$ cat config.mk
export PLATFORM = sky130hd
export DESIGN_NAME = ssi_frame_fmt
export DESIGN_NICKNAME = d
export VERILOG_FILES = /design/src/rtl/ssi_fmt_pkg.sv /design/src/rtl/ssi_gray_enc.sv /design/src/rtl/ssi_main_enc.sv /design/src/rtl/ssi_frame_fmt.sv
export SDC_FILE = /design/constraint.sdc
export NUM_CORES = 1
export LEC_CHECK = 0
export ABC_AREA = 0
export BUFFER_PORTS_ARGS = -buffer_cell sky130_fd_sc_hd__buf_2
export CAP_MARGIN = 30
export CORE_MARGIN = 1
export CORE_UTILIZATION = 58
export CTS_BUF_LIST = sky130_fd_sc_hd__clkbuf_8
export DETAILED_ROUTE_END_ITERATION = 16
export PLACE_DENSITY = 0.84
export SLEW_MARGIN = 10
export SYNTH_ARGS = -nofsm -noshare
export SYNTH_HDL_FRONTEND = slang
export SYNTH_SLANG_ARGS = --single-unit
export TNS_END_PERCENT = 20
$ cat constraint.sdc
create_clock -name clk -period 0.9 [get_ports clk]
set_input_delay 0.18 -clock clk [delete_from_list [all_inputs] [get_ports clk]]
set_output_delay 0.18 -clock clk [all_outputs]
set_load 0.005 [all_outputs]
$ cat src/rtl/ssi_fmt_pkg.sv
package ssi_fmt_pkg;
    localparam int VAL_W   = 26;
    localparam int ADD_W   = 8;
    localparam int MIN_LEN = 24;
    localparam int FRAME_W = VAL_W + ADD_W;
    localparam int LEN_W   = $clog2(FRAME_W + 1);

    typedef struct packed {
        logic [FRAME_W-1:0] frame;
        logic [LEN_W-1:0]   len;
    } fmt_state_t;
endpackage

$ cat src/rtl/ssi_gray_enc.sv
module ssi_gray_enc #(
    parameter int W = 8
) (
    input  logic [W-1:0] bin_i,
    output logic [W-1:0] gray_o
);
    assign gray_o[W-1] = bin_i[W-1];
    for (genvar i = 0; i < W - 1; i++) begin : g_bit
        assign gray_o[i] = bin_i[i] ^ bin_i[i+1];
    end

    // a_r5_gray_inverse: decoding the code word must give back the input
    logic [W-1:0] dec_chk;
    always_comb begin
        dec_chk[W-1] = gray_o[W-1];
        for (int k = W - 2; k >= 0; k--) begin
            dec_chk[k] = dec_chk[k+1] ^ gray_o[k];
        end
        a_r5_gray_inverse: assert (dec_chk == bin_i);
    end
endmodule

$ cat src/rtl/ssi_main_enc.sv
module ssi_main_enc #(
    parameter int VAL_W = ssi_fmt_pkg::VAL_W,
    parameter int CNT_W = $clog2(VAL_W + 1)
) (
    input  logic [VAL_W-1:0] val_i,
    input  logic [VAL_W-1:0] err_val_i,
    input  logic             err_flag_i,
    input  logic             sign_mag_i,
    input  logic             gray_en_i,
    input  logic [CNT_W-1:0] dbits_i,
    output logic [VAL_W-1:0] data_o
);
    localparam int EXT_W = VAL_W + 1;

    logic [EXT_W-1:0] mask_ext;
    logic [VAL_W-1:0] mask;
    logic [VAL_W-1:0] mag;
    logic [VAL_W-1:0] repr;
    logic [VAL_W-1:0] coded;
    logic             neg;

    always_comb begin
        mask_ext = (EXT_W'(1) << dbits_i) - EXT_W'(1);
        mask     = mask_ext[VAL_W-1:0];
        neg      = val_i[VAL_W-1];
        mag      = neg ? (~val_i + VAL_W'(1)) : val_i;
        if (sign_mag_i) begin
            repr = (mag & (mask >> 1)) | (neg ? (VAL_W'(1) << (dbits_i - CNT_W'(1))) : '0);
        end else begin
            repr = val_i & mask;
        end
    end

    ssi_gray_enc #(.W(VAL_W)) u_gray (
        .bin_i  (repr),
        .gray_o (coded)
    );

    always_comb begin
        if (err_flag_i) begin
            data_o = err_val_i & mask;
        end else if (gray_en_i) begin
            data_o = coded;
        end else begin
            data_o = repr;
        end
    end
endmodule

$ cat src/rtl/ssi_frame_fmt.sv
module ssi_frame_fmt
    import ssi_fmt_pkg::*;
#(
    parameter int P_VAL_W = VAL_W,
    parameter int P_ADD_W = ADD_W
) (
    input  logic                     clk,
    input  logic                     rst_n,
    input  logic                     latch_i,
    input  logic [1:0]               len_sel_i,
    input  logic                     gray_en_i,
    input  logic                     sign_mag_i,
    input  logic                     par_en_i,
    input  logic                     par_odd_i,
    input  logic                     err_bit_en_i,
    input  logic                     add_en_i,
    input  logic [P_VAL_W-1:0]       main_val_i,
    input  logic [P_ADD_W-1:0]       add_val_i,
    input  logic                     err_flag_i,
    input  logic [P_VAL_W-1:0]       err_val_i,
    output logic [FRAME_W-1:0]       frame_o,
    output logic [LEN_W-1:0]         frame_len_o
);
    localparam int CNT_W = $clog2(P_VAL_W + 1);

    fmt_state_t st_d, st_q;

    logic [LEN_W-1:0]   main_len;
    logic [CNT_W-1:0]   dbits;
    logic [P_VAL_W-1:0] data;
    logic [P_ADD_W-1:0] add_coded;
    logic [FRAME_W-1:0] word;
    logic               par_bit;

    always_comb begin
        main_len = (len_sel_i == 2'd3) ? LEN_W'(MIN_LEN + 2) : LEN_W'(MIN_LEN) + LEN_W'(len_sel_i);
        dbits    = CNT_W'(main_len) - CNT_W'(par_en_i) - CNT_W'(err_bit_en_i);
    end

    ssi_main_enc #(.VAL_W(P_VAL_W), .CNT_W(CNT_W)) u_main (
        .val_i      (main_val_i),
        .err_val_i  (err_val_i),
        .err_flag_i (err_flag_i),
        .sign_mag_i (sign_mag_i),
        .gray_en_i  (gray_en_i),
        .dbits_i    (dbits),
        .data_o     (data)
    );

    logic [P_ADD_W-1:0] add_gray;
    ssi_gray_enc #(.W(P_ADD_W)) u_add_gray (
        .bin_i  (add_val_i),
        .gray_o (add_gray)
    );
    assign add_coded = gray_en_i ? add_gray : add_val_i;

    always_comb begin
        word = FRAME_W'(data);
        if (err_bit_en_i) begin
            word = word | (FRAME_W'(err_flag_i) << dbits);
        end
        word = word << (LEN_W'(FRAME_W) - main_len);
        if (add_en_i) begin
            word = word | (FRAME_W'(add_coded) << (LEN_W'(FRAME_W - P_ADD_W) - main_len));
        end
        par_bit = (^word) ^ par_odd_i;
        if (par_en_i) begin
            word[FRAME_W-1] = par_bit;
        end

        st_d = st_q;
        if (latch_i) begin
            st_d.frame = word;
            st_d.len   = main_len + (add_en_i ? LEN_W'(P_ADD_W) : '0);
        end
    end

    always_ff @(posedge clk or negedge rst_n) begin
        if (!rst_n) begin
            st_q <= '0;
        end else begin
            st_q <= st_d;
        end
    end

    assign frame_o     = st_q.frame;
    assign frame_len_o = st_q.len;

    a_r10_hold_between_strobes: assert property (@(posedge clk) disable iff (!rst_n)
        !latch_i |=> ($stable(frame_o) && $stable(frame_len_o)));

    a_r1_legal_length: assert property (@(posedge clk) disable iff (!rst_n)
        latch_i |=> (frame_len_o inside {6'd24, 6'd25, 6'd26, 6'd32, 6'd33, 6'd34}));

    a_r2_tail_zero: assert property (@(posedge clk) disable iff (!rst_n)
        (frame_o << frame_len_o) == '0);

    a_r7_parity_sense: assert property (@(posedge clk) disable iff (!rst_n)
        (latch_i && par_en_i) |=> ((^frame_o) == $past(par_odd_i)));

    a_r8_error_bit: assert property (@(posedge clk) disable iff (!rst_n)
        (latch_i && err_bit_en_i) |=>
            (frame_o[FRAME_W-1-int'($past(par_en_i))] == $past(err_flag_i)));
endmodule

==> results of run 1 <==
Yosys cell counts (all sizes together), types with 4 or more instances:
cell type | count | share of area, %
o31ai | 10 | 1.5
a211oi | 8 | 1.2
nor4 | 7 | 1.1
nand4 | 5 | 0.60
clkbuf | 39 | 2.8
xnor3 | 6 | 2.6
xnor2 | 32 | 5.4
nor3b | 4 | 0.67
nand2b | 8 | 0.96
nor2 | 53 | 3.8
dfrtp | 38 | 18
a21o | 4 | 0.58
and3 | 18 | 2.2
a21oi | 47 | 4.6
a31oi | 13 | 1.6
nand3 | 24 | 2.4
inv | 26 | 1.9
and2 | 8 | 0.96
o21a | 6 | 0.86
a22o | 5 | 0.84
o211ai | 13 | 1.9
a21boi | 4 | 0.58
nand3b | 7 | 1.0
o32ai | 6 | 1.0
xor2 | 16 | 2.7
mux2i | 22 | 4.2
o21ai | 40 | 3.8
mux2 | 15 | 3.2
nor3 | 23 | 2.4
nand2 | 65 | 4.7
a211o | 7 | 1.2
or3 | 9 | 1.2
buf | 16 | 1.6
a311oi | 4 | 0.67
ha | 4 | 0.96
timing repair:
action,4_1_cts
resized for setup,118
pin swaps,50
setup endpoints to repair,74
hold buffers,1
buffers inserted,19
endpoints found under the hold margin,10
through the flow:
stage / hold slack, ns / TNS, ns
3_3_place_gp: 0.0685 / -57.48
3_5_place_dp: 0.0765 / -61.22
4_1_cts: 0.284 / -47.37
2_1_floorplan: -0.116 / -51.19
cells by family after synthesis:
group | count (synthesis) | synth area share, %
xor gates and xnor gates | 56 | 11.6
adders and majority gates | 5 | 1.34
and+or+nand+nor | 253 | 25.4
other | 1 | 0.0719
muxes | 39 | 8.32
buffers and inverters | 84 | 6.50
DFF | 38 | 18.2
AOI/OAI and AO/OA | 214 | 28.6
==> summary.txt, run 1 <==
Floorplanning
  • IO Count: 112
  • Floorplan row count: 34
  • Die Y-Extent: 96.8 um
  • Die width: 96.8 um
  • Initial Util: 59.8%

Synthesis
  • Mean Syn Cell Area: 7.56 um^2
  • Post-synth EDFFs: 0
  • Netlist cell types: 86
  • Cells after synthesis: 690
  • Flops & latches, synth: 38
  • Sequential share of the synthesized area: 18.2%
  • Yosys Warn Count: 0
  • Synth Flop Type: dfrtp_1
  • Post-Syn Area: 0.00522 mm^2
  • Async SR Flop Fraction: 100%
  • Net Count, Synth: 767

Clock tree
  • CTS buffer count: 5
  • H-tree lvl count: 2
  • Root Buffer: clkbuf_8
  • CTS Buffer Depth: 2
  • Clock sinks: 38

Placement
  • Cell Area, Placed: 0.00739 mm^2
  • Routability Congestion: 1.01
  • Placed instance count: 1054
  • Port Buffers: 110
  • Setup WS pre-CTS: -3.57 ns
  • Dpl hpwl: 15.2 mm

Status
  • Status: stopped before the end
  • Error Message: [ERROR DPL-0038] Utilization greater than 100%, impossible to legalize
  • Failed at: global routing (5_1_grt)

GRT
  • Largest net degree at the start of global routing: 58

Timing
  • WEP type: register data pin
  • GRT worst endpoint: frame_o[33]$_DFFE_PN0P_/D
==> inputs of run 2 (changes only) <==
--- a/config.mk
+++ b/config.mk
@@ -9,10 +9,9 @@
 export BUFFER_PORTS_ARGS = -buffer_cell sky130_fd_sc_hd__buf_2
 export CAP_MARGIN = 30
 export CORE_MARGIN = 1
-export CORE_UTILIZATION = 58
-export CTS_BUF_LIST = sky130_fd_sc_hd__clkbuf_8
+export CORE_UTILIZATION = 40
 export DETAILED_ROUTE_END_ITERATION = 16
-export PLACE_DENSITY = 0.84
+export PLACE_DENSITY_LB_ADDON = 0.15
 export SLEW_MARGIN = 10
 export SYNTH_ARGS = -nofsm -noshare
 export SYNTH_HDL_FRONTEND = slang
==> run 2 against run 1 <==
  * The flow now finishes, with violations (negative setup slack)
  * Area after synthesis is the same
  * Synthesized cell count is the same
==> summary.txt, run 2 <==
Status
  • Status: finished, violations left
  • Failing checks: negative setup slack

Clock tree
  • Reg clk slew, reported paths: 0.06 ns
  • CTS buffer count: 5
  • Worst skew pair latency: 0.28 ns
  • CTS tree: yes
  • Root Buffer: clkbuf_16
  • CTS Buffer Depth: 2
  • Clock sinks: 38
  • H-tree lvl count: 2

Timing
  • Tcrit/Tclk final: 446%
  • Setup_tns: -48.24 ns
  • Fin worst setup slack: -3.12 ns
  • Number of setup violations in the final report: 73
  • Clock Skew: 0 ns
  • Hold WS: 0.310 ns
  • RSZ-0062 raised after global routing: yes
  • Fin crit period: 4.02 ns
  • Relative slew slack: 60.8%
  • Slew Viols, Final: 0
  • Worst Max-Slew Pin Slew: 0.582 ns
  • Final Hold Viols: 0
  • Max Clk Rate: 249 MHz

Critical path
  • Worst EP arrival: 4.21 ns
  • Worst r2r dst: frame_o[30]
  • Register-to-register setup slack: 0.12 ns
  • R2R depth: 1
  • Req. time, crit path: 1.09 ns
  • Worst setup EP type: flop
  • R2R Path Start: frame_o[30]
  • Critical Path Fanout Max: 9
  • Crit Path Category: input pin to flop
  • Worst setup SP type: input pin

GRT
  • Global-route track usage on met1: 35.7%
  • Largest net degree at the start of global routing: 58
  • GRT Util Overall: 29.8%
  • Routing usage on met3: 3.74%
  • Overflow after GRT: 0
  • Initial antenna violation count: 0
  • GR Util met2: 55.0%
  • First-pass GRT wire length: 31.4 mm
  • Vias in the first global route: 6334
  • Busiest layer in global routing: met2

Pwr
  • Sw power: 3.74 mW
  • P_leak: 3.90 nW
  • Pwr Density: 1210 mW/mm^2
  • Seq pwr share: 20.3%
  • Switching part of the total power: 36.3%
  • Share of power burned in the clock network: 17.6%
  • P_int: 6.54 mW
  • Power Total: 10.3 mW
  • Worst VDD drop: 1.03 mV
  • Part of the power in combinational logic: 62.1%

Routing
  • Vias: 6504
  • Drt initial violations: 362
  • Detailed Routing Iterations Pass 1: 5
  • Routed wire length: 19.7 mm
  • Drt wl/cell: 17.1 um
  • Vias/cell: 5.63
  • ANT nets after route: 0
  • # DRC: 0

Synthesis
  • Most common library cells after synthesis: nand2_1, nor2_1, a21oi_1, clkbuf_1, dfrtp_1
  • Netlist cell types: 86
  • Flops & latches, synth: 38
  • Mean Syn Cell Area: 7.56 um^2
  • Cells after synthesis: 690
  • Post-synth EDFFs: 0
  • Sequential share of the synthesized area: 18.2%
  • Post-Syn Area: 0.00522 mm^2
  • Net Count, Synth: 767
  • Synth Flop Type: dfrtp_1
  • Area contributors post-synth: dfrtp_1, xnor2_1, nand2_1, a21oi_1, mux2i_1
  • Yosys Warn Count: 0
  • Post-synth top area share: 18.2%
  • Synth area leader: dfrtp_1
  • Async SR Flop Fraction: 100%
  • Most common cell in the netlist: nand2_1

Final layout
  • Max reg flops: 34
  • Commonest cells after routing, fill and taps aside: buf_4, buf_2, nand2_1, nor2_1, dfrtp_1
  • Non-Filler Instances: 1156
  • Layout cells sized above 1: 48.8%
  • Final core utilization: 67.2%
  • Nets: 1060
  • Final instance area: 0.00852 mm^2
  • Most common cell after layout, fill and taps aside: buf_4
  • Fillcell total: 1094
  • Antenna cells: 0
  • Area delta synth->final: 63.2%

Floorplanning
  • IO Count: 112
  • Floorplan row count: 41
  • Die Y-Extent: 116 um
  • Core footprint: 0.0127 mm^2
  • Initial Util: 41.2%
  • Area of the die: 0.0135 mm^2
  • Die width: 116 um

Placement
  • Routability Congestion: 0.894
  • Dpl hpwl: 15.3 mm
  • Cell Area, Placed: 0.00754 mm^2
  • Setup WS pre-CTS: -3.53 ns
  • Placed instance count: 1129
  • Port Buffers: 110

Hold path
  • Min-Delay Path Class: input pin to flop
  • Worst Hold Endpoint: frame_o[32]
  • Hold Path Depth: 3
  • Hold Path Origin: latch_i

Run
  • Max-Cap Viols: 0
-- run 2: cell counts after synthesis --
No cell type changed its count.
-- run 2: repair_timing --
item | in CTS | in global routing
setup endpoints to repair | 74 | 73
buffers inserted | 17 | 4
gates resized for setup | 103 | 52
hold buffers | 1 | 0
cloned | 0 | 0
endpoints found under the hold margin | 38 | 0
pin swaps | 30 | 22
-- run 2: how the worst max path moves through the flow --
| stage | from | to | slack, ns | cells after the start |
|---|---|---|---|---|
| 3_5_place_dp | len_sel_i[1] | frame_o[33] | -3.53 | 18 |
| 3_3_place_gp | len_sel_i[1] | frame_o[33] | -3.40 | 23 |
| 4_1_cts | len_sel_i[1] | frame_o[33] | -3.09 | 22 |
| 2_1_floorplan | len_sel_i[0] | frame_o[33] | -3.38 | 22 |
| 6_report | len_sel_i[1] | frame_o[33] | -3.12 | 22 |
| 5_1_grt | len_sel_i[1] | frame_o[33] | -3.29 | 24 |
-- run 2: cell type report --
type	count	area [um^2]	share of cell area, %
multi-input cells	568	4580	53.8
flip-flops and latches	38	951	11.2
repair buffers	341	2490	29.2
well taps	172	215	2.53
clock buffers	6	139	1.63
inverters	29	129	1.51
clock inverters	2	12.5	0.147
-- run 2: worst max-delay path: stages --
cell and delay (ns):
buf_6 0.07, nand2b_4 0.14, inv_4 0.04, fa_2 0.36, inv_2 0.08, ha_4 0.21
nand2b_4 0.08, inv_4 0.05, ha_4 0.32, nor4bb_4 0.22, nor3_1 0.08, nand3_1 0.12
o2111ai_2 0.13, xnor2_1 0.21, mux2i_2 0.11, a221o_1 0.35, xnor3_1 0.38, xnor3_1 0.27
xnor2_2 0.16, xnor3_1 0.25, o21ba_1 0.19, o31ai_1 0.19
-- run 2: cell families (layout without fill, tap and decap cells) --
family / after synthesis / after routing / synth area share (%)
muxes: 39 / 39 / 8.32
AOI/OAI and AO/OA: 214 / 214 / 28.6
buffers and inverters: 84 / 378 / 6.50
adders and majority gates: 5 / 5 / 1.34
xor gates and xnor gates: 56 / 56 / 11.6
other: 1 / 1 / 0.0719
DFF: 38 / 38 / 18.2
and+or+nand+nor: 253 / 253 / 25.4
-- run 2: per-layer routing --
layer / vias to the layer above / wire length, um
met1: 3126 / 8400
met2: 166 / 10100
met5: - / 0
li1: 3172 / -
met4: 0 / 558
met3: 40 / 731
-- run 2: power groups by stage --
stage	Combinational (mW)	Sequential, mW	Clock (mW)
after floorplan	3.34	2.13	0
after global placement	5.52	2.10	0
after detailed placement	5.60	2.12	0
after CTS	6.18	2.09	1.85
after global routing	6.86	2.12	1.89
final	6.39	2.09	1.81
No activity file was read; power rests on OpenSTA's default activity.
==> inputs of run 3 (changes only) <==
--- a/config.mk
+++ b/config.mk
@@ -12,6 +12,8 @@
 export CORE_UTILIZATION = 40
 export DETAILED_ROUTE_END_ITERATION = 16
 export PLACE_DENSITY_LB_ADDON = 0.15
+export SETUP_SLACK_MARGIN = 0.05
+export SKIP_LAST_GASP = 1
 export SLEW_MARGIN = 10
 export SYNTH_ARGS = -nofsm -noshare
 export SYNTH_HDL_FRONTEND = slang
==> run 3 against run 2 <==
  * Fmax grew 0.68%
  * Flip-flop and latch count is the same
  * Clock skew is the same
  * Clock power is essentially flat
  * Global-route usage shrank 0.15 points
  * Critical endpoint unchanged
  * Combinational power shrank 2%
  * Non-clock buffer count grew 3
  * The flow still finishes with violations (negative setup slack)
  * Register-to-register slack is essentially flat
  * Final area shrank 2.2%
==> summary.txt, run 3 (synthesis results as in run 2) <==
Timing
  • Fin crit period: 3.99 ns
  • Number of setup violations in the final report: 74
  • Clock Skew: 0 ns
  • Setup_tns: -51.55 ns
  • Fin worst setup slack: -3.09 ns
  • Relative slew slack: 58.7%
  • Slew Viols, Final: 0
  • Worst Max-Slew Pin Slew: 0.619 ns
  • Max Clk Rate: 251 MHz
  • Tcrit/Tclk final: 443%
  • Final Hold Viols: 0
  • RSZ-0062 raised after global routing: yes

Critical path
  • Register-to-register setup slack: 0.13 ns
  • Crit Path Category: input pin to flop
  • R2R depth: 1
  • Worst setup path start: len_sel_i[1]
  • Req. time, crit path: 1.09 ns
  • Critical Path Fanout Max: 9
  • Worst EP arrival: 4.18 ns
  • Worst setup SP type: input pin
  • R2R Path Start: frame_o[30]
  • Worst Setup EP: frame_o[33]
  • Worst setup EP type: flop
  • Worst r2r dst: frame_o[30]

Final layout
  • Final instance area: 0.00833 mm^2
  • Area delta synth->final: 59.7%
  • Non-Filler Instances: 1159
  • Max reg flops: 34
  • Final core utilization: 65.8%
  • Commonest cells after routing, fill and taps aside: buf_4, buf_2, nand2_1, nor2_1, a21oi_1
  • Layout cells sized above 1: 46.3%
  • Antenna cells: 0
  • Most common cell after layout, fill and taps aside: buf_4
  • Nets: 1063
  • Fillcell total: 1123

Clock tree
  • H-tree lvl count: 2
  • CTS tree: yes
  • CTS buffer count: 5
  • Clock sinks: 38
  • CTS Buffer Depth: 2
  • Root Buffer: clkbuf_16
  • Reg clk slew, reported paths: 0.06 ns
  • Worst skew pair latency: 0.28 ns

Hold path
  • Min-Delay Path Class: input pin to flop

Floorplanning
  • Die width: 116 um
  • Area of the die: 0.0135 mm^2
  • IO Count: 112
  • Die Y-Extent: 116 um
  • Initial Util: 41.2%
  • Core footprint: 0.0127 mm^2
  • Floorplan row count: 41

Status
  • Failing checks: negative setup slack
  • Status: finished, violations left

Routing
  • Vias/cell: 5.59
  • ANT nets after route: 0
  • Drt wl/cell: 16.8 um
  • # DRC: 0
  • Drt initial violations: 351
  • Routed wire length: 19.5 mm
  • Vias: 6483
  • Detailed Routing Iterations Pass 1: 5

GRT
  • GRT Util Overall: 29.6%
  • First-pass GRT wire length: 31.1 mm
  • Vias in the first global route: 6270
  • Overflow after GRT: 0
  • Largest net degree at the start of global routing: 58
  • Initial antenna violation count: 0

Placement
  • Routability Congestion: 0.894
  • Placed instance count: 1129
  • Cell Area, Placed: 0.00754 mm^2
  • Port Buffers: 110
  • Dpl hpwl: 15.3 mm

Pwr
  • P_leak: 3.87 nW
  • Worst VDD drop: 1.03 mV
  • Power Total: 10.2 mW
  • Pwr Density: 1220 mW/mm^2

Run
  • Max-Cap Viols: 0
[run 3: changes by cell type in the layout (fill, tap and decap cells not counted), sizes merged]
| cell | before | now |
|---|---|---|
| buf | 340 | 343 |
[run 3: cell type report]
cell class / instances / area [um^2] / share of cell area (%)
Multi-Input combinational cell: 568 / 4430 / 53.1
Timing Repair Buffer: 344 / 2460 / 29.5
Sequential cell: 38 / 951 / 11.4
Tap cell: 172 / 215 / 2.58
Clock buffer: 6 / 139 / 1.67
Inverter: 29 / 129 / 1.55
Clock inverter: 2 / 12.5 / 0.150
[run 3: worst min path at each step]
stage / start / cells after the start / endpoint / slack [ns]
after floorplan: rst_n / 0 / frame_len_o[0] / -0.12
after global placement: rst_n / 2 / frame_len_o[1] / 0.15
after detailed placement: rst_n / 2 / frame_len_o[1] / 0.16
after CTS: latch_i / 3 / frame_o[32] / 0.32
after global routing: latch_i / 3 / frame_o[32] / 0.34
final: latch_i / 3 / frame_o[32] / 0.32
[run 3: worst max-delay path, cell delays in order]
cell and delay (ns):
buf_6 0.07, nand2b_4 0.13, inv_4 0.04, fa_2 0.36, inv_2 0.08, ha_4 0.21
nand2b_4 0.08, inv_4 0.05, ha_4 0.32, nand4b_1 0.13, and3_1 0.22, o41ai_1 0.09
o2111ai_1 0.21, xnor2_1 0.20, o21ai_2 0.24, a21oi_1 0.10, a22o_1 0.26, xnor2_1 0.19
xnor3_1 0.27, xnor3_1 0.37, o21ba_1 0.19, o31ai_1 0.19
[run 3: power breakdown]
part           internal [mW]  leakage, nW  total [mW]  switching, mW
clock                   1.10       0.0729        1.81          0.709
combinational           3.44         3.35        6.27           2.83
sequential              1.96        0.451        2.09          0.134
[run 3: layer usage]
| metal | vias up | global-route usage [%] | part of all wire (%) |
|---|---|---|---|
| li1 | 3177 | - | - |
| met1 | 3111 | 35.7 | 43 |
| met2 | 169 | 55.2 | 52 |
| met3 | 26 | 3.58 | 3.7 |
| met4 | 0 | 8.29 | 2.0 |
| met5 | - | 0 | 0 |
[run 3: what timing repair did]
action                                  CTS  global route
endpoints found under the setup margin   74            74
hold buffers                              1             0
resized for setup                        72            31
endpoints found under the hold margin    38             0
cloned                                    0             0
setup buffers                            17             8
pin swaps                                25            19
[run 3: stage by stage]
step / hold WS [ns] / setup WS, ns
global route: 0.345 / -3.31
CTS: 0.324 / -3.09
detailed placement: 0.158 / -3.53
global placement: 0.151 / -3.40
floorplan: -0.116 / -3.38
finish: 0.319 / -3.09
